`src/rtl/flash_id_pkg.sv`:
```
`timescale 1ns/1ps
package flash_id_pkg;

  localparam int PCOUNT_W = 16;
  localparam int PSIZE_W  = 11;
  localparam int SHIFT_W  = 4;
  localparam int CAP_W    = PCOUNT_W + PSIZE_W;

  localparam logic [7:0] OPC_READ_ID = 8'h9F;
  localparam logic [7:0] OPC_STATUS  = 8'hD7;
  localparam logic [7:0] MFR_EXPECT  = 8'h1F;
  localparam logic [7:0] DENS_MASK   = 8'h3C;

  typedef struct packed {
    logic [PCOUNT_W-1:0] pages;
    logic [PSIZE_W-1:0]  psize;
    logic [SHIFT_W-1:0]  shift;
    logic                pow2;
  } geom_t;

  typedef enum logic [1:0] {
    ERR_NONE  = 2'd0,
    ERR_NODEV = 2'd1,
    ERR_UNSUP = 2'd2
  } err_t;

  // Geometry from log2(pages) and log2 of the power-of-two page size.
  // The extended size adds 1/32 and moves the page field up by one bit.
  function automatic geom_t make_geom(input int pages_log2, input int base_log2,
                                      input logic pow2);
    geom_t g;
    g.pages = PCOUNT_W'(1) << pages_log2;
    g.pow2  = pow2;
    if (pow2) begin
      g.psize = PSIZE_W'(1) << base_log2;
      g.shift = SHIFT_W'(base_log2);
    end else begin
      g.psize = (PSIZE_W'(1) << base_log2) + (PSIZE_W'(1) << (base_log2 - 5));
      g.shift = SHIFT_W'(base_log2 + 1);
    end
    return g;
  endfunction

endpackage

```
`src/rtl/flash_spi_byte.sv`:
```
`timescale 1ns/1ps
module flash_spi_byte #(
  parameter int DIV_HALF = 2
) (
  input  logic       clk,
  input  logic       rst,
  input  logic       go,
  input  logic [7:0] tx_byte,
  input  logic       miso,
  output logic       sclk,
  output logic       mosi,
  output logic       busy,
  output logic       done,
  output logic [7:0] rx_byte
);

  localparam int CNT_W = (DIV_HALF > 1) ? $clog2(DIV_HALF) : 1;
  localparam logic [CNT_W-1:0] CNT_LAST = CNT_W'(DIV_HALF - 1);

  logic [CNT_W-1:0] cnt;
  logic [2:0]       bit_idx;
  logic [7:0]       sh_tx;
  logic [7:0]       sh_rx;
  logic             active;

  always_ff @(posedge clk) begin
    if (rst) begin
      cnt     <= '0;
      bit_idx <= '0;
      sh_tx   <= '0;
      sh_rx   <= '0;
      active  <= 1'b0;
      sclk    <= 1'b0;
      done    <= 1'b0;
    end else begin
      done <= 1'b0;
      if (!active) begin
        if (go) begin
          active  <= 1'b1;
          sh_tx   <= tx_byte;
          cnt     <= '0;
          bit_idx <= '0;
          sclk    <= 1'b0;
        end
      end else if (cnt == CNT_LAST) begin
        cnt <= '0;
        if (!sclk) begin
          sclk  <= 1'b1;
          sh_rx <= {sh_rx[6:0], miso};
        end else begin
          sclk <= 1'b0;
          if (bit_idx == 3'd7) begin
            active <= 1'b0;
            done   <= 1'b1;
          end else begin
            bit_idx <= bit_idx + 3'd1;
            sh_tx   <= {sh_tx[6:0], 1'b0};
          end
        end
      end else begin
        cnt <= cnt + CNT_W'(1);
      end
    end
  end

  assign mosi    = sh_tx[7];
  assign busy    = active;
  assign rx_byte = sh_rx;

  AST_SCLK_LOW_IDLE: assert property (@(posedge clk) disable iff (rst)
    !active |-> !sclk) else $error("sclk high while idle");
  AST_DONE_AFTER_BYTE: assert property (@(posedge clk) disable iff (rst)
    done |-> !active) else $error("done while shifting");
  AST_GO_ONLY_IDLE: assert property (@(posedge clk) disable iff (rst)
    active |-> !go) else $error("go while shifting");

endmodule

```
`src/rtl/flash_id_lookup.sv`:
```
`timescale 1ns/1ps
module flash_id_lookup
  import flash_id_pkg::*;
(
  input  logic [23:0] id_word,
  input  logic        pow2_sel,
  input  logic [7:0]  status_byte,
  output logic        jedec_hit,
  output logic        jedec_pow2_cap,
  output geom_t       jedec_geom,
  output logic        dens_hit,
  output geom_t       dens_geom
);

  int   j_pages_log2;
  int   j_base_log2;
  int   d_pages_log2;
  int   d_base_log2;
  logic [7:0] dens_code;

  // Identifier table: every device byte carries a pair of page-size variants.
  always_comb begin
    jedec_hit      = 1'b0;
    jedec_pow2_cap = 1'b1;
    j_pages_log2   = 9;
    j_base_log2    = 8;
    if (id_word[23:16] == MFR_EXPECT) begin
      case (id_word[15:8])
        8'h22: begin j_pages_log2 = 9;  j_base_log2 = 8;  jedec_hit = (id_word[7:0] == 8'h00); end
        8'h23: begin j_pages_log2 = 10; j_base_log2 = 8;  jedec_hit = (id_word[7:0] == 8'h00); end
        8'h24: begin j_pages_log2 = 11; j_base_log2 = 8;  jedec_hit = (id_word[7:0] == 8'h00); end
        8'h25: begin j_pages_log2 = 12; j_base_log2 = 8;  jedec_hit = (id_word[7:0] == 8'h00); end
        8'h26: begin j_pages_log2 = 12; j_base_log2 = 9;  jedec_hit = (id_word[7:0] == 8'h00); end
        8'h27: begin
          j_pages_log2   = 13;
          j_base_log2    = 9;
          jedec_hit      = (id_word[7:0] == 8'h00) || (id_word[7:0] == 8'h01);
          jedec_pow2_cap = (id_word[7:0] == 8'h01);
        end
        8'h28: begin j_pages_log2 = 13; j_base_log2 = 10; jedec_hit = (id_word[7:0] == 8'h00); end
        default: jedec_hit = 1'b0;
      endcase
    end
    jedec_geom = make_geom(j_pages_log2, j_base_log2, jedec_pow2_cap & pow2_sel);
  end

  // Fallback density code in status bits [5:2]; always extended page size.
  always_comb begin
    dens_code    = status_byte & DENS_MASK;
    dens_hit     = 1'b1;
    d_pages_log2 = 9;
    d_base_log2  = 8;
    case (dens_code)
      8'h0C: begin d_pages_log2 = 9;  d_base_log2 = 8;  end
      8'h14: begin d_pages_log2 = 10; d_base_log2 = 8;  end
      8'h1C: begin d_pages_log2 = 11; d_base_log2 = 8;  end
      8'h24: begin d_pages_log2 = 12; d_base_log2 = 8;  end
      8'h2C: begin d_pages_log2 = 12; d_base_log2 = 9;  end
      8'h34: begin d_pages_log2 = 13; d_base_log2 = 9;  end
      8'h38, 8'h3C: begin d_pages_log2 = 13; d_base_log2 = 10; end
      default: dens_hit = 1'b0;
    endcase
    dens_geom = make_geom(d_pages_log2, d_base_log2, 1'b0);
  end

endmodule

```
`src/rtl/flash_id_engine.sv`:
```
`timescale 1ns/1ps
module flash_id_engine
  import flash_id_pkg::*;
#(
  parameter int SCLK_HALF_CYCLES = 2
) (
  input  logic                clk,
  input  logic                rst,
  input  logic                start,
  input  logic                spi_miso,
  output logic                spi_sclk,
  output logic                spi_cs_n,
  output logic                spi_mosi,
  output logic                busy,
  output logic                done,
  output logic                id_valid,
  output logic                id_error,
  output logic [1:0]          err_code,
  output logic [PCOUNT_W-1:0] page_count,
  output logic [PSIZE_W-1:0]  page_size,
  output logic [SHIFT_W-1:0]  addr_shift,
  output logic                pow2_pages,
  output logic [CAP_W-1:0]    capacity
);

  localparam int ID_BYTES = 3;
  localparam int RD_W     = $clog2(ID_BYTES + 1);

  typedef enum logic [1:0] {ST_IDLE, ST_SETUP, ST_XFER, ST_EVAL} state_t;
  typedef enum logic [1:0] {PH_ID, PH_QUAL, PH_LEGACY} phase_t;

  state_t          state;
  phase_t          phase;
  logic            boot_pend;
  logic [7:0]      cur_op;
  logic [RD_W-1:0] rd_left;
  logic            in_op;
  logic [23:0]     id_word;
  logic [7:0]      stat_q;

  logic            sh_go;
  logic [7:0]      sh_tx;
  logic            sh_busy;
  logic            sh_done;
  logic [7:0]      sh_rx;

  logic            jedec_hit;
  logic            jedec_pow2_cap;
  geom_t           jedec_geom;
  logic            dens_hit;
  geom_t           dens_geom;

  logic            ev_finish;
  logic            ev_launch;
  phase_t          ev_phase;
  err_t            ev_err;
  geom_t           ev_geom;

  flash_spi_byte #(.DIV_HALF(SCLK_HALF_CYCLES)) u_shift (
    .clk     (clk),
    .rst     (rst),
    .go      (sh_go),
    .tx_byte (sh_tx),
    .miso    (spi_miso),
    .sclk    (spi_sclk),
    .mosi    (spi_mosi),
    .busy    (sh_busy),
    .done    (sh_done),
    .rx_byte (sh_rx)
  );

  flash_id_lookup u_lookup (
    .id_word        (id_word),
    .pow2_sel       (stat_q[0]),
    .status_byte    (stat_q),
    .jedec_hit      (jedec_hit),
    .jedec_pow2_cap (jedec_pow2_cap),
    .jedec_geom     (jedec_geom),
    .dens_hit       (dens_hit),
    .dens_geom      (dens_geom)
  );

  // Decision taken in ST_EVAL after each transaction.
  always_comb begin
    ev_finish = 1'b0;
    ev_launch = 1'b0;
    ev_phase  = phase;
    ev_err    = ERR_NONE;
    ev_geom   = '0;
    case (phase)
      PH_ID: begin
        if (id_word[23:16] == MFR_EXPECT) begin
          if (!jedec_hit) begin
            ev_finish = 1'b1;
            ev_err    = ERR_UNSUP;
          end else if (jedec_pow2_cap) begin
            ev_launch = 1'b1;
            ev_phase  = PH_QUAL;
          end else begin
            ev_finish = 1'b1;
            ev_geom   = jedec_geom;
          end
        end else begin
          ev_launch = 1'b1;
          ev_phase  = PH_LEGACY;
        end
      end
      PH_QUAL: begin
        ev_finish = 1'b1;
        ev_geom   = jedec_geom;
      end
      PH_LEGACY: begin
        ev_finish = 1'b1;
        if (stat_q == 8'h00 || stat_q == 8'hFF) begin
          ev_err = ERR_NODEV;
        end else if (dens_hit) begin
          ev_geom = dens_geom;
        end else begin
          ev_err = ERR_UNSUP;
        end
      end
      default: begin
        ev_finish = 1'b1;
        ev_err    = ERR_UNSUP;
      end
    endcase
  end

  always_ff @(posedge clk) begin
    if (rst) begin
      state      <= ST_IDLE;
      phase      <= PH_ID;
      boot_pend  <= 1'b1;
      cur_op     <= OPC_READ_ID;
      rd_left    <= '0;
      in_op      <= 1'b0;
      id_word    <= '0;
      stat_q     <= '0;
      sh_go      <= 1'b0;
      sh_tx      <= '0;
      spi_cs_n   <= 1'b1;
      done       <= 1'b0;
      id_valid   <= 1'b0;
      id_error   <= 1'b0;
      err_code   <= ERR_NONE;
      page_count <= '0;
      page_size  <= '0;
      addr_shift <= '0;
      pow2_pages <= 1'b0;
      capacity   <= '0;
    end else begin
      done  <= 1'b0;
      sh_go <= 1'b0;
      case (state)
        ST_IDLE: begin
          if (start || boot_pend) begin
            boot_pend <= 1'b0;
            id_valid  <= 1'b0;
            id_error  <= 1'b0;
            err_code  <= ERR_NONE;
            phase     <= PH_ID;
            cur_op    <= OPC_READ_ID;
            rd_left   <= RD_W'(ID_BYTES);
            state     <= ST_SETUP;
          end
        end
        ST_SETUP: begin
          spi_cs_n <= 1'b0;
          sh_go    <= 1'b1;
          sh_tx    <= cur_op;
          in_op    <= 1'b1;
          state    <= ST_XFER;
        end
        ST_XFER: begin
          if (sh_done) begin
            in_op <= 1'b0;
            if (!in_op) begin
              if (phase == PH_ID) id_word <= {id_word[15:0], sh_rx};
              else                stat_q  <= sh_rx;
            end
            if (rd_left == '0) begin
              spi_cs_n <= 1'b1;
              state    <= ST_EVAL;
            end else begin
              sh_go   <= 1'b1;
              sh_tx   <= 8'h00;
              rd_left <= rd_left - RD_W'(1);
            end
          end
        end
        ST_EVAL: begin
          phase <= ev_phase;
          if (ev_launch) begin
            cur_op  <= OPC_STATUS;
            rd_left <= RD_W'(1);
            state   <= ST_SETUP;
          end else begin
            state      <= ST_IDLE;
            done       <= ev_finish;
            id_valid   <= (ev_err == ERR_NONE);
            id_error   <= (ev_err != ERR_NONE);
            err_code   <= ev_err;
            page_count <= ev_geom.pages;
            page_size  <= ev_geom.psize;
            addr_shift <= ev_geom.shift;
            pow2_pages <= ev_geom.pow2;
            capacity   <= CAP_W'(ev_geom.pages) * CAP_W'(ev_geom.psize);
          end
        end
        default: state <= ST_IDLE;
      endcase
    end
  end

  assign busy = (state != ST_IDLE);

  AST_DONE_SINGLE: assert property (@(posedge clk) disable iff (rst)
    done |=> !done) else $error("done longer than one cycle");
  AST_DONE_ONE_FLAG: assert property (@(posedge clk) disable iff (rst)
    done |-> (id_valid ^ id_error)) else $error("done without exactly one flag");
  AST_GEOM_HELD: assert property (@(posedge clk) disable iff (rst)
    !$stable(capacity) |-> done) else $error("capacity moved without done");
  AST_RUN_ENDS_DONE: assert property (@(posedge clk) disable iff (rst)
    busy |=> (busy || done)) else $error("run left without done");
  AST_CS_HIGH_IDLE: assert property (@(posedge clk) disable iff (rst)
    !busy |-> spi_cs_n) else $error("chip select low while idle");
  AST_SHIFT_IDLE_AT_EVAL: assert property (@(posedge clk) disable iff (rst)
    (state == ST_EVAL) |-> !sh_busy) else $error("evaluation during shift");
  AST_ERROR_CODED: assert property (@(posedge clk) disable iff (rst)
    id_error |-> (err_code != 2'd0)) else $error("error without code");
  AST_VALID_UNCODED: assert property (@(posedge clk) disable iff (rst)
    id_valid |-> (err_code == 2'd0)) else $error("valid with error code");
  AST_POW2_ONE_BIT: assert property (@(posedge clk) disable iff (rst)
    (id_valid && pow2_pages) |-> ($countones(page_size) == 1)) else $error("pow2 size shape");
  AST_EXT_TWO_BITS: assert property (@(posedge clk) disable iff (rst)
    (id_valid && !pow2_pages) |-> ($countones(page_size) == 2)) else $error("extended size shape");
  AST_CAP_PRODUCT: assert property (@(posedge clk) disable iff (rst)
    id_valid |-> (capacity == CAP_W'(page_count) * CAP_W'(page_size))) else $error("capacity mismatch");

endmodule

```
`config.mk`:
```
export PLATFORM = sky130hd
export DESIGN_NAME = flash_id_engine
export DESIGN_NICKNAME = d
export VERILOG_FILES = /design/src/rtl/flash_id_pkg.sv /design/src/rtl/flash_spi_byte.sv /design/src/rtl/flash_id_lookup.sv /design/src/rtl/flash_id_engine.sv
export SDC_FILE = /design/constraint.sdc
export NUM_CORES = 1
export LEC_CHECK = 0
export BUFFER_PORTS_ARGS = -buffer_cell sky130_fd_sc_hd__buf_4
export CAP_MARGIN = 25
export CORE_AREA = 5 5 237 124
export CTS_CLUSTER_DIAMETER = 200
export DETAILED_ROUTE_END_ITERATION = 8
export DIE_AREA = 0 0 242 129
export PLACE_DENSITY = 0.45
export SYNTH_ARGS = -nofsm -noshare
export SYNTH_HDL_FRONTEND = slang
export SYNTH_SLANG_ARGS = --single-unit
```
`constraint.sdc`:
```
create_clock -name clk -period 8 [get_ports clk]
set_clock_uncertainty 0.15 [all_clocks]
set_input_delay 0.4 -clock clk [delete_from_list [all_inputs] [get_ports clk]]
set_output_delay 0.4 -clock clk [all_outputs]
set_load 0.005 [all_outputs]
```
* After elaboration in Yosys (flattened, before gate mapping)
Cells that the tools add are included.
Operators by class: $add $sub $neg 9, multiply operators 1, divide/modulo/power cells 0, $lt $le $gt $ge 0, equal/unequal tests 36, shift operators 6, muxes and demuxes 90, bitwise gates (word level) 8, reduce and logical (&&, ||, !) cells 41
Operators by type and width (count):
- $mux 32 | 6
- $pmux 32 s3 | 1
- $mux 8 | 9
- $shl 1x32->11 const A | 2
- $eq 8x6->1 const B | 7
- $mux 2 | 18
- $mux 1 | 33
- $pmux 8 s2 | 2
- $shl 1x32->16 const A | 1
- $mul 16x11->27 | 1
- $pmux 3 s4 | 2
- $add 11x11->11 | 2
- $shl 1x4->11 const A | 2
- $eq 4x4->1 const B | 5
- $reduce_and 3->1 | 6
- $logic_not 8->1 | 2
- $pmux 2 s2 | 4
- $shl 1x4->16 const A | 1
- $mux 15 | 1
- $mux 3 | 5
- $ne 2x2->1 const B | 7
- $pmux 1 s2 | 6
- $pmux 2 s3 | 2
- $reduce_and 4->1 | 3
- 30 further kinds | 63
Storage, ports and cells: flip-flop bits (word level) 145, latch bits 0, bits in writable memories 0, bits in read-only memories 0, input bits 4, logic and storage cells 218, memories kept 0

* Longest topological paths before layout
Gate-level depths: netlist of the first run.
depth in word-level cells 13, gate-level depth with buffers 26, mapped depth without buffers 25

* Hierarchy
Synthesis of the first run repeated with hierarchy kept, for this count alone.
Unflattened totals: cell total of the unflattened synthesis 1414, area total of the unflattened synthesis 12006.5 um^2
By module, submodules not included:
- flash_id_engine | instances 1, cells an instance 1204, area an instance 10148.5 um^2
- flash_spi_byte | instances 1, cells an instance 91, area an instance 970.9 um^2
- flash_id_lookup | instances 1, cells an instance 119, area an instance 887.1 um^2

* Least setup slack after synthesis of the first run
Ideal clock, no wire load.
path kind register -> register, from register id_word[15], to register capacity[25], library setup time 106 ps, data arrival time 6223 ps, setup slack 1522 ps, cell stages (with the launch flop) 22, cell sequence dfxtp_1 > or4b_4 > nor4_4 > a41oi_2 > a211oi_4 > a22oi_1 > or2_2 > fa_1 > inv_1 > fa_1 > ha_1 > fa_1 > inv_1 > fa_1 > inv_1 > ha_1 > and2_1 > o21ai_0 > a31oi_1 > o21ai_0 > a2111o_1 > o311ai_0
On the way: longest elaborated chain between the ends 13, elaborated cells between the ends (all ways) 37, classes of those cells add/sub: 2; mul: 1; eq/ne: 7; shift: 3; mux: 17; bitwise: 2; reduce/logical: 5
RTL lines:
- start: declaration | line flash_id_engine.sv:38 | logic [23:0] id_word;
- start signal: assignment | line flash_id_engine.sv:178 | if (phase == PH_ID) id_word <= {id_word[15:0], sh_rx};
- $eq 8x6->1 | line flash_id_lookup.sv:28 | case (id_word[15:8])
- $reduce_or 2->1 (no line)
- $pmux 2 s2 | line flash_id_lookup.sv:28
- $mux 2 | line flash_id_lookup.sv:27 | if (id_word[23:16] == MFR_EXPECT) begin
- $sub 4x3->5 | line flash_id_pkg.sv:38 | g.psize = (PSIZE_W'(1) << base_log2) + (PSIZE_W'(1) << (base_log2 - 5));
- $shl 1x32->11 | line flash_id_pkg.sv:38
- $add 11x11->11 | line flash_id_pkg.sv:38
- $mux 15 | line flash_id_pkg.sv:34 | if (pow2) begin
- $mux 32 | line flash_id_engine.sv:96 | end else if (jedec_pow2_cap) begin
- $mux 32 | line flash_id_engine.sv:93 | if (!jedec_hit) begin
- $mux 32 | line flash_id_engine.sv:92 | if (id_word[23:16] == MFR_EXPECT) begin
- $pmux 32 s3 | line flash_id_engine.sv:90 | case (phase)
- $mul 16x11->27 | line flash_id_engine.sv:207 | capacity <= CAP_W'(ev_geom.pages) * CAP_W'(ev_geom.psize);
- end signal: assignment | line flash_id_engine.sv:207
- end: declaration | line flash_id_engine.sv:23 | output logic [CAP_W-1:0] capacity
Parallel ways exist; a longest one is shown, timed or not. A chain may end at the register's enable or synchronous reset.

* Worst setup path in the final report of the first run
from register id_word[9], to register capacity[25]
The elaborated chain is that of the path after synthesis.

==> results.sh, run 1 <==
export IMPL_status="finished clean"
export IMPL_slew_violations=0
export IMPL_core_um2=27100
export IMPL_grt_first_pass_wirelength_mm=37.1
export IMPL_synth_seq_area_share_pct=29.6
export IMPL_instances_no_fill=1393
export IMPL_irDropWorstVdd_mv=0.128
export IMPL_end_kind="flip-flop"
export IMPL_cts_root_buf="clkbuf_16"
export IMPL_tns_ns=0
export IMPL_worstSetupPathType="flip-flop to flip-flop"
export IMPL_ios=72
export IMPL_rsz0062_at_grt="no"
export IMPL_place_inst=1358
export IMPL_start_util_pct=29.5
export IMPL_ant_nets=0
export IMPL_fmax_mhz=133
export IMPL_grt_busiest_layer="met1"
export IMPL_routed_wl_mm=22.9
export IMPL_rows=43
export IMPL_max_cap_viol_count=0
export IMPL_max_stage_delay_ns=0.59
export IMPL_worstPathCellList="or4b_1 > a21oi_1 > a41oi_2 > a211oi_4 > a22oi_2 > or2_2 > fa_1 > inv_1 > fa_1 > ha_1 > fa_1 > inv_1 > fa_1 > inv_1 > ha_1 > and2_1 > o21ai_0 > a31oi_1 > buf_4 > o21ai_0 > nand2_1 > o311ai_0"
export IMPL_setup_viol_count_final=0
export IMPL_use_met3_pct=4.05
export IMPL_synth_seq_cells=118
export IMPL_register_area_um2=2360
export IMPL_gp_congestion=0.829
export IMPL_startpoint_type="flip-flop"
export IMPL_p_leak_uw=0.00409
export IMPL_numCtsBuffers=17
export IMPL_antenna_found_initial=0
export IMPL_drt_iter0_markers=608
export IMPL_routedWlPerCell_um=16.4
export IMPL_clk_pin_slew_ns=0.06
export IMPL_drc=0
export IMPL_cts_buffer_depth=2
export IMPL_syn_to_final_growth_pct=19.3
export IMPL_netlist_area_leader_share_pct=29.6
export IMPL_async_flop_share_pct=0
export IMPL_setup_slack_ns=0.484
export IMPL_die_w_um=242
export IMPL_avgSynthCellArea_um2=8.47
export IMPL_final_fill_count=2831
export IMPL_hold_viol=0
export IMPL_diodes=0
export IMPL_ys_types=68
export IMPL_critPathRequiredTime_ns=8.18
export IMPL_hold_class="input pin to flip-flop"
export IMPL_drt_pass1_iter_count=5
export IMPL_netlist_area_um2=7990
export IMPL_nets=1151
export IMPL_synth_top_area_cell="dfxtp_1"
export IMPL_htree_levels=4
export IMPL_cp_data_arrival_time_ns=7.69
export IMPL_num_vias=6560
export IMPL_ys_top_cells_by_area="dfxtp_1 (30%), fa_1 (13%), ha_1 (12%)"
export IMPL_fin_crit_sh_pct=94.0
export IMPL_use_met1_pct=25.7
export IMPL_dp_hpwl_mm=17.4
export IMPL_cpMostUsedCell="fa_1"
export IMPL_overflow=0
export IMPL_die_area_um2=31200
export IMPL_cts_sinks=118
export IMPL_mostFrequentLayoutCells="nand2_1 (124), dfxtp_1 (118), inv_1 (95)"
export IMPL_cts_tree="yes"
export IMPL_path_max_fanout=11
export IMPL_multi_input_area_um2=5180
export IMPL_synth_ff_type="dfxtp_1"
export IMPL_dp_slack_ns=0.452
export IMPL_synth_edff_count=0
export IMPL_clk_latency_ns=0.43
export IMPL_layout_min_cycle_time_ns=7.52
export IMPL_portBuffers=55
export IMPL_vias_per_cell=4.71
export IMPL_slowest_stage="or4b_1"
export IMPL_p_total_uw=1810
export IMPL_drive_gt1_share_pct=13.8
export IMPL_grt_pass1_vias=6246
export IMPL_postCtsHoldBufs=0
export IMPL_whs_ns=0.0662
export IMPL_die_h_um=129
export IMPL_syn_inst=943
export IMPL_power_density_nw_per_um2=190
export IMPL_yosysWarnings=0
export IMPL_gr_usage_met2_pct=17.9
export IMPL_slew_headroom_pct=38.1
export IMPL_grt_max_degree=81
export IMPL_grt_usage_pct=15.2
export IMPL_worst_pin_slew_ns=0.928
export IMPL_final_common_cell="nand2_1"
[worst max-delay path, delay by kind of cell (launching register included)]
kind                       cells  cell delay (ns)
AOI/OAI and AO/OA              8             2.43
DFF                            1             0.41
and+or+nand+nor                4             1.23
adders and majority gates      6             2.81
buffers and inverters          4             0.36
[power by group]
group	switching [uW]	internal, uW
clock network	320	498
registers	22.2	616
logic	215	136
[metrics by stage]
stage	util, %	cell area [um2]
after floorplan	-	8160
after global placement	32.7	8870
after detailed placement	32.7	8870
after CTS	35.0	9490
after global routing	35.1	9530
final	35.1	9530
[synthesized netlist by cell type, drive strengths merged (3+ instances only)]
master  count
a41oi       3
a22oi       8
o21ai      28
buf        23
xnor2       4
and3        9
or3         5
a21o        9
mux2i      13
a31oi      13
nand3b      5
nor3       10
nor4        7
fa         53
and2        5
ha         74
nor2       90
inv        95
nand2     124
and4        4
nand4       5
a21oi      81
clkbuf     39
dfxtp     118
a211oi     12
nand3      17
nor2b       5
nand4b      3
or2        23
o211ai      6
xor2        4
a311o       3
a32oi       4
[final timing paths]
path | from | to | slack (ns) | cells past startpoint
worst min register to register | id_word[21] | id_word[21] | 0.30 | 2
worst max-delay path | id_word[9] | capacity[25] | 0.48 | 22
worst max register to register | id_word[9] | capacity[25] | 0.48 | 22
worst min-delay path | spi_miso | u_shift.rx_byte[0] | 0.07 | 3
[kinds of logic (layout without fill, tap and decap cells)]
group | Yosys count | after routing | share of synthesized area [%]
buffers and inverters | 157 | 201 | 8.22
adder cells (fa/ha/maj) | 127 | 127 | 24.9
other | 2 | 48 | 0.0940
AND/OR/NAND/NOR | 319 | 319 | 18.6
flip-flops | 118 | 118 | 29.6
multiplexers | 13 | 13 | 1.63
AO/OA/AOI/OAI | 199 | 199 | 16.2
XOR/XNOR | 8 | 8 | 0.877
[routing by layer]
layer	vias up	part of all wire [%]
met5	-	0
met4	0	0.91
met3	16	6.0
met2	154	34
met1	3106	59
li1	3284	-
[timing repair]
action	CTS	global route
resized for setup	0	3
setup endpoints to repair	0	4
buffers inserted	0	3
endpoints found under the hold margin	0	0
[registers in the layout (all words and copies together) (netlist names), 3 cells and up]
signal,flops
u_shift.sh_tx,8
addr_shift,4
id_word,24
u_shift.rx_byte,8
sh_tx,3
page_count,8
capacity,19
page_size,11
stat_q,8
u_shift.bit_idx,3
[final cells by class]
cell class	instances	share of cell area, %
Inverter	95	3.74
Clock buffer	17	4.46
Clock inverter	15	2.04
Tap cell	360	4.73
Timing Repair Buffer	74	5.83
Sequential cell	118	24.8
Multi-Input combinational cell	714	54.4
Power figures use the tool's default switching activity.
==> run 2, diff against run 1 <==
==> constraint.sdc (replaced) <==
create_clock -name clk -period 9.7 [get_ports clk]
set_clock_uncertainty 0.15 [all_clocks]
set_input_delay 0.485 -clock clk [delete_from_list [all_inputs] [get_ports clk]]
set_output_delay 0.485 -clock clk [all_outputs]
set_load 0.01 [all_outputs]
==> run 2 against run 1 <==
Largest cell class unchanged. Via count shrank 0.66%. Total power fell by 16%. Hold slack better by 0.089 ns. Critical path type unchanged. Sequential share of layout area up 0.16 points. First-iteration DRC count shrank 27%. Maximum frequency decreased by 2.2%.
==> results.sh, run 2 (synthesis results as in run 1) <==
export IMPL_cp_data_arrival_time_ns=7.85
export IMPL_end_kind="flip-flop"
export IMPL_clk_latency_ns=0.44
export IMPL_syn_to_final_growth_pct=18.5
export IMPL_grt_pass1_vias=6134
export IMPL_routed_wl_mm=22.4
export IMPL_cts_sinks=118
export IMPL_mostFrequentLayoutCells="nand2_1 (124), dfxtp_1 (118), inv_1 (95)"
export IMPL_startpoint_type="flip-flop"
export IMPL_drt_iter0_markers=442
export IMPL_vias_per_cell=4.71
export IMPL_dp_hpwl_mm=16.7
export IMPL_cts_buffer_depth=2
export IMPL_die_h_um=129
export IMPL_grt_max_degree=81
export IMPL_tns_ns=0
export IMPL_cts_resized=0
export IMPL_max_flop_register="id_word"
export IMPL_routedWlPerCell_um=16.2
export IMPL_hold_depth=3
export IMPL_largest_reg_flops=24
export IMPL_drc=0
export IMPL_place_inst=1352
export IMPL_hold_viol=0
export IMPL_irDropWorstVdd_mv=0.107
export IMPL_grt_first_pass_wirelength_mm=35.9
export IMPL_cts_tree="yes"
export IMPL_clk_pin_slew_ns=0.06
export IMPL_rows=43
export IMPL_fin_crit_sh_pct=79.2
export IMPL_nets=1142
export IMPL_post_route_util_pct=34.9
export IMPL_critPathRequiredTime_ns=9.87
export IMPL_final_common_cell="nand2_1"
export IMPL_status="finished clean"
export IMPL_postCtsHoldBufs=0
export IMPL_path_max_fanout=9
export IMPL_antenna_found_initial=0
export IMPL_gp_congestion=0.818
export IMPL_grt_usage_pct=14.7
export IMPL_worstSetupPathType="flip-flop to flip-flop"
export IMPL_diodes=0
export IMPL_numCtsBuffers=17
export IMPL_p_leak_uw=0.00406
export IMPL_top_regs="id_word: 24 flops, capacity: 19 flops, page_size: 11 flops"
export IMPL_portBuffers=55
export IMPL_start_util_pct=29.5
export IMPL_setup_viol_count_final=0
export IMPL_worst_pin_slew_ns=0.887
export IMPL_cts_setup_buffers=0
export IMPL_overflow=0
export IMPL_die_w_um=242
export IMPL_ant_nets=0
export IMPL_die_area_um2=31200
export IMPL_drt_pass1_iter_count=5
export IMPL_instances_no_fill=1384
export IMPL_fmax_mhz=130
export IMPL_slew_headroom_pct=40.9
export IMPL_rsz0062_at_grt="no"
export IMPL_htree_levels=4
export IMPL_whs_ns=0.155
export IMPL_r2r_cells=22
export IMPL_power_density_nw_per_um2=161
export IMPL_slew_violations=0
export IMPL_core_um2=27100
export IMPL_hold_class="input pin to flip-flop"
export IMPL_ios=72
export IMPL_drive_gt1_share_pct=12.6
export IMPL_cts_root_buf="clkbuf_16"
export IMPL_max_cap_viol_count=0
export IMPL_layout_min_cycle_time_ns=7.68
export IMPL_num_vias=6517
export IMPL_p_total_uw=1520
-- run 2: changes by cell type in the layout (fill, tap and decap cells not counted), moves of 2 or more --
cell | before | now
buf_4 | 74 | 64
bufinv_16 | 3 | 5
inv_6 | 4 | 2
inv_8 | 2 | 0
-- run 2: final cells by class --
class / count / area, um2
tap: 360 / 450
timing repair buffer: 65 / 485
fill: 2874 / 17600
clock inverter: 14 / 223
multi-input combinational: 714 / 5160
clock buffer: 18 / 429
inverter: 95 / 357
sequential: 118 / 2360
-- run 2: worst paths after layout --
path | start | slack, ns | end
hold / removal | spi_miso | 0.15 | u_shift.rx_byte[0]
setup / recovery | id_word[15] | 2.02 | capacity[25]
hold reg to reg | capacity[16] | 0.30 | capacity[16]
setup reg to reg | id_word[15] | 2.02 | capacity[25]
-- run 2: stage by stage --
stage	cell area (um2)	setup slack, ns
floorplan	8160	3.22
global placement	8810	2.10
detailed placement	8820	2.08
CTS	9470	2.04
global route	9470	1.62
finish	9470	2.02
-- run 2: power breakdown --
group / total [uW] / switching [uW] / leakage [uW] / internal, uW
logic: 286 / 176 / 0.00279 / 109
clock network: 707 / 250 / 0.000311 / 458
registers: 527 / 18.2 / 0.000953 / 509
-- run 2: layer usage --
metal / part of all wire [%] / global-route usage (%) / routed length (um)
met1: 59 / 24.2 / 13200
met2: 35 / 17.9 / 7770
met3: 5.4 / 4.40 / 1200
met4: 0.66 / 3.22 / 148
met5: 0 / 0 / 0
-- run 2: worst max-delay path, cell delays in order (launching register included) --
cell and delay [ns]:
dfxtp_1 0.32, or4b_4 0.57, nor4_4 0.49, and3_1 0.35, inv_1 0.10, ha_1 0.28, a32oi_1 0.63, or2_1 0.21
fa_1 0.41, inv_1 0.08, fa_1 0.42, ha_1 0.34, fa_1 0.54, inv_1 0.06, fa_1 0.53, inv_1 0.04
ha_1 0.35, and2_1 0.14, o21ai_0 0.14, a31oi_1 0.60, o21ai_0 0.28, a2111o_1 0.44, o311ai_0 0.08
==> run 3, diff against run 2 <==
Settings changed: ABC_AREA set to 1, CORE_AREA 5 5 237 124 to 5 5 243 127, DIE_AREA 0 0 242 129 to 0 0 248 132, PLACE_DENSITY 0.45 to 0.44.
Clock period 9.7 ns to 8 ns, I/O delays scaled along.
==> run 3 against run 2 <==
Die area increased by 4.9%. Via count increased by 8.7%. Clock power increased by 6.6%. Critical endpoint is now capacity[24]. Critical path type unchanged.
==> results.sh, run 3 <==
export IMPL_diodes=0
export IMPL_top_regs="id_word: 24 flops, capacity: 19 flops, page_size: 11 flops"
export IMPL_avgSynthCellArea_um2=7.45
export IMPL_yosysWarnings=0
export IMPL_ios=72
export IMPL_syn_to_final_growth_pct=17.1
export IMPL_instances_no_fill=1606
export IMPL_end_kind="flip-flop"
export IMPL_p_leak_uw=0.00486
export IMPL_rows=44
export IMPL_grt_usage_pct=14.8
export IMPL_routed_wl_mm=23.2
export IMPL_cts_setup_buffers=0
export IMPL_path_delay_family="adder cells"
export IMPL_final_common_cell="nand2_1"
export IMPL_synth_seq_area_share_pct=28.2
export IMPL_cp_data_arrival_time_ns=6.93
export IMPL_critPathRequiredTime_ns=8.18
export IMPL_hold_class="input pin to flip-flop"
export IMPL_p_total_uw=1750
export IMPL_cts_resized=0
export IMPL_synth_edff_count=0
export IMPL_fin_crit_sh_pct=84.4
export IMPL_mostFrequentLayoutCells="nand2_1 (198), inv_1 (197), nor2_1 (127)"
export IMPL_antenna_found_initial=0
export IMPL_rrSetupSlack_ns=1.25
export IMPL_ys_types=48
export IMPL_cts_sinks=118
export IMPL_ys_top_cells_by_area="dfxtp_1 (28%), fa_1 (13%), ha_1 (11%)"
export IMPL_irDropWorstVdd_mv=0.141
export IMPL_start_util_pct=29.4
export IMPL_cts_root_buf="clkbuf_16"
export IMPL_synth_ff_type="dfxtp_1"
export IMPL_slew_headroom_pct=32.8
export IMPL_drt_pass1_iter_count=5
export IMPL_netlist_area_um2=8360
export IMPL_rsz0062_at_grt="no"
export IMPL_clk_latency_ns=0.43
export IMPL_power_density_nw_per_um2=178
export IMPL_die_area_um2=32700
export IMPL_netlist_area_leader_share_pct=28.2
export IMPL_hold_viol=0
export IMPL_cpMostUsedCell="nand2_1"
export IMPL_ant_nets=0
export IMPL_tns_ns=0
export IMPL_worst_path_buf_inv=8
export IMPL_slew_violations=0
export IMPL_place_inst=1574
export IMPL_portBuffers=55
export IMPL_max_stage_delay_ns=0.77
export IMPL_path_max_fanout=11
export IMPL_overflow=0
export IMPL_drt_iter0_markers=460
export IMPL_core_um2=28500
export IMPL_cts_tree="yes"
export IMPL_synthTopCellsByCount="inv_1 (198), nand2_1 (198), nor2_1 (127), dfxtp_1 (118), o21ai_0 (80)"
export IMPL_gp_congestion=0.853
export IMPL_slowest_stage="o21ai_1"
export IMPL_drc=0
export IMPL_largest_reg_flops=24
export IMPL_grt_max_degree=52
export IMPL_vias_per_cell=4.41
export IMPL_grt_pass1_vias=6750
export IMPL_syn_inst=1122
export IMPL_max_cap_viol_count=0
export IMPL_fmax_mhz=148
export IMPL_die_h_um=132
export IMPL_htree_levels=4
export IMPL_numCtsBuffers=17
export IMPL_nets=1333
export IMPL_synth_seq_cells=118
export IMPL_die_w_um=248
export IMPL_dp_hpwl_mm=18.1
export IMPL_cts_buffer_depth=2
export IMPL_max_flop_register="id_word"
export IMPL_grt_first_pass_wirelength_mm=38.4
export IMPL_startpoint_type="flip-flop"
export IMPL_setup_viol_count_final=0
export IMPL_worstSetupPathType="flip-flop to flip-flop"
export IMPL_status="finished clean"
export IMPL_clk_pin_slew_ns=0.06
export IMPL_routedWlPerCell_um=14.4
export IMPL_num_vias=7084
export IMPL_synth_top_area_cell="dfxtp_1"
export IMPL_layout_min_cycle_time_ns=6.75
export IMPL_postCtsHoldBufs=0
export IMPL_drive_gt1_share_pct=10.6
export IMPL_worst_pin_slew_ns=1.00
export IMPL_async_flop_share_pct=0
[run 3: cell count changes in the layout (fill, tap and decap cells not counted), sizes merged, moves of 9 or more]
cell / before / now
o21ai: 28 / 94
nand2: 124 / 206
a211oi: 12 / 1
nand3: 17 / 45
nor2: 90 / 132
or2: 23 / 3
a21oi: 81 / 70
inv: 97 / 212
mux2i: 13 / 0
and3: 9 / 0
[run 3: worst paths after layout]
path / to / cells past startpoint / from
min: u_shift.rx_byte[0] / 3 / spi_miso
max reg2reg: capacity[24] / 32 / id_word[21]
max: capacity[24] / 32 / id_word[21]
min reg2reg: boot_pend / 2 / boot_pend
[run 3: final cells by class]
cell class                      count  area (um2)
Clock buffer                       19         453
Clock inverter                     13         119
Fill cell                        3084       18700
Inverter                          208         781
Multi-Input combinational cell    798        5140
Sequential cell                   118        2360
Tap cell                          391         489
Timing Repair Buffer               59         443
[run 3: routing by layer]
metal	wire (um)	global-route usage [%]	part of all wire (%)	up-vias
li1	-	-	-	3643
met1	13500	24.8	58	3277
met2	8190	18.2	35	145
met3	1210	3.48	5.2	19
met4	215	3.33	0.93	0
met5	0	0	0	-
[run 3: cells by family (layout without fill, tap and decap cells)]
logic type | Yosys count | in the layout | synth area share, %
buffers and inverters | 252 | 299 | 12.3
and+or+nand+nor | 414 | 414 | 21.3
AOI/OAI and AO/OA | 194 | 194 | 12.7
other | 2 | 48 | 0.0898
xor gates and xnor gates | 15 | 15 | 1.57
adders and majority gates | 127 | 127 | 23.8
DFF | 118 | 118 | 28.2
[run 3: power by group]
part / internal, uW / leakage [uW] / switching, uW / total [uW]
Clock: 446 / 0.000273 / 309 / 754
Combinational: 127 / 0.00363 / 230 / 356
Sequential: 618 / 0.000953 / 18.6 / 636
Total: 1190 / 0.00486 / 557 / 1750
[run 3: tightest hold or removal path, stage by stage]
cell	delay, ns
buf_4	0.08
nor2_1	0.03
nor2_1	0.08
[run 3: stage by stage]
step           hold WS, ns  worst slack (ns)  instance area [um2]  utilization (%)
6_report            0.0403              1.25                 9790             34.4
5_1_grt             0.0491             0.576                 9790             34.4
4_1_cts             0.0121              1.26                 9790             34.4
3_5_place_dp         0.284              1.28                 9220             32.4
3_3_place_gp         0.281              1.28                 9220             32.4
2_1_floorplan        0.270              2.30                 8540                -
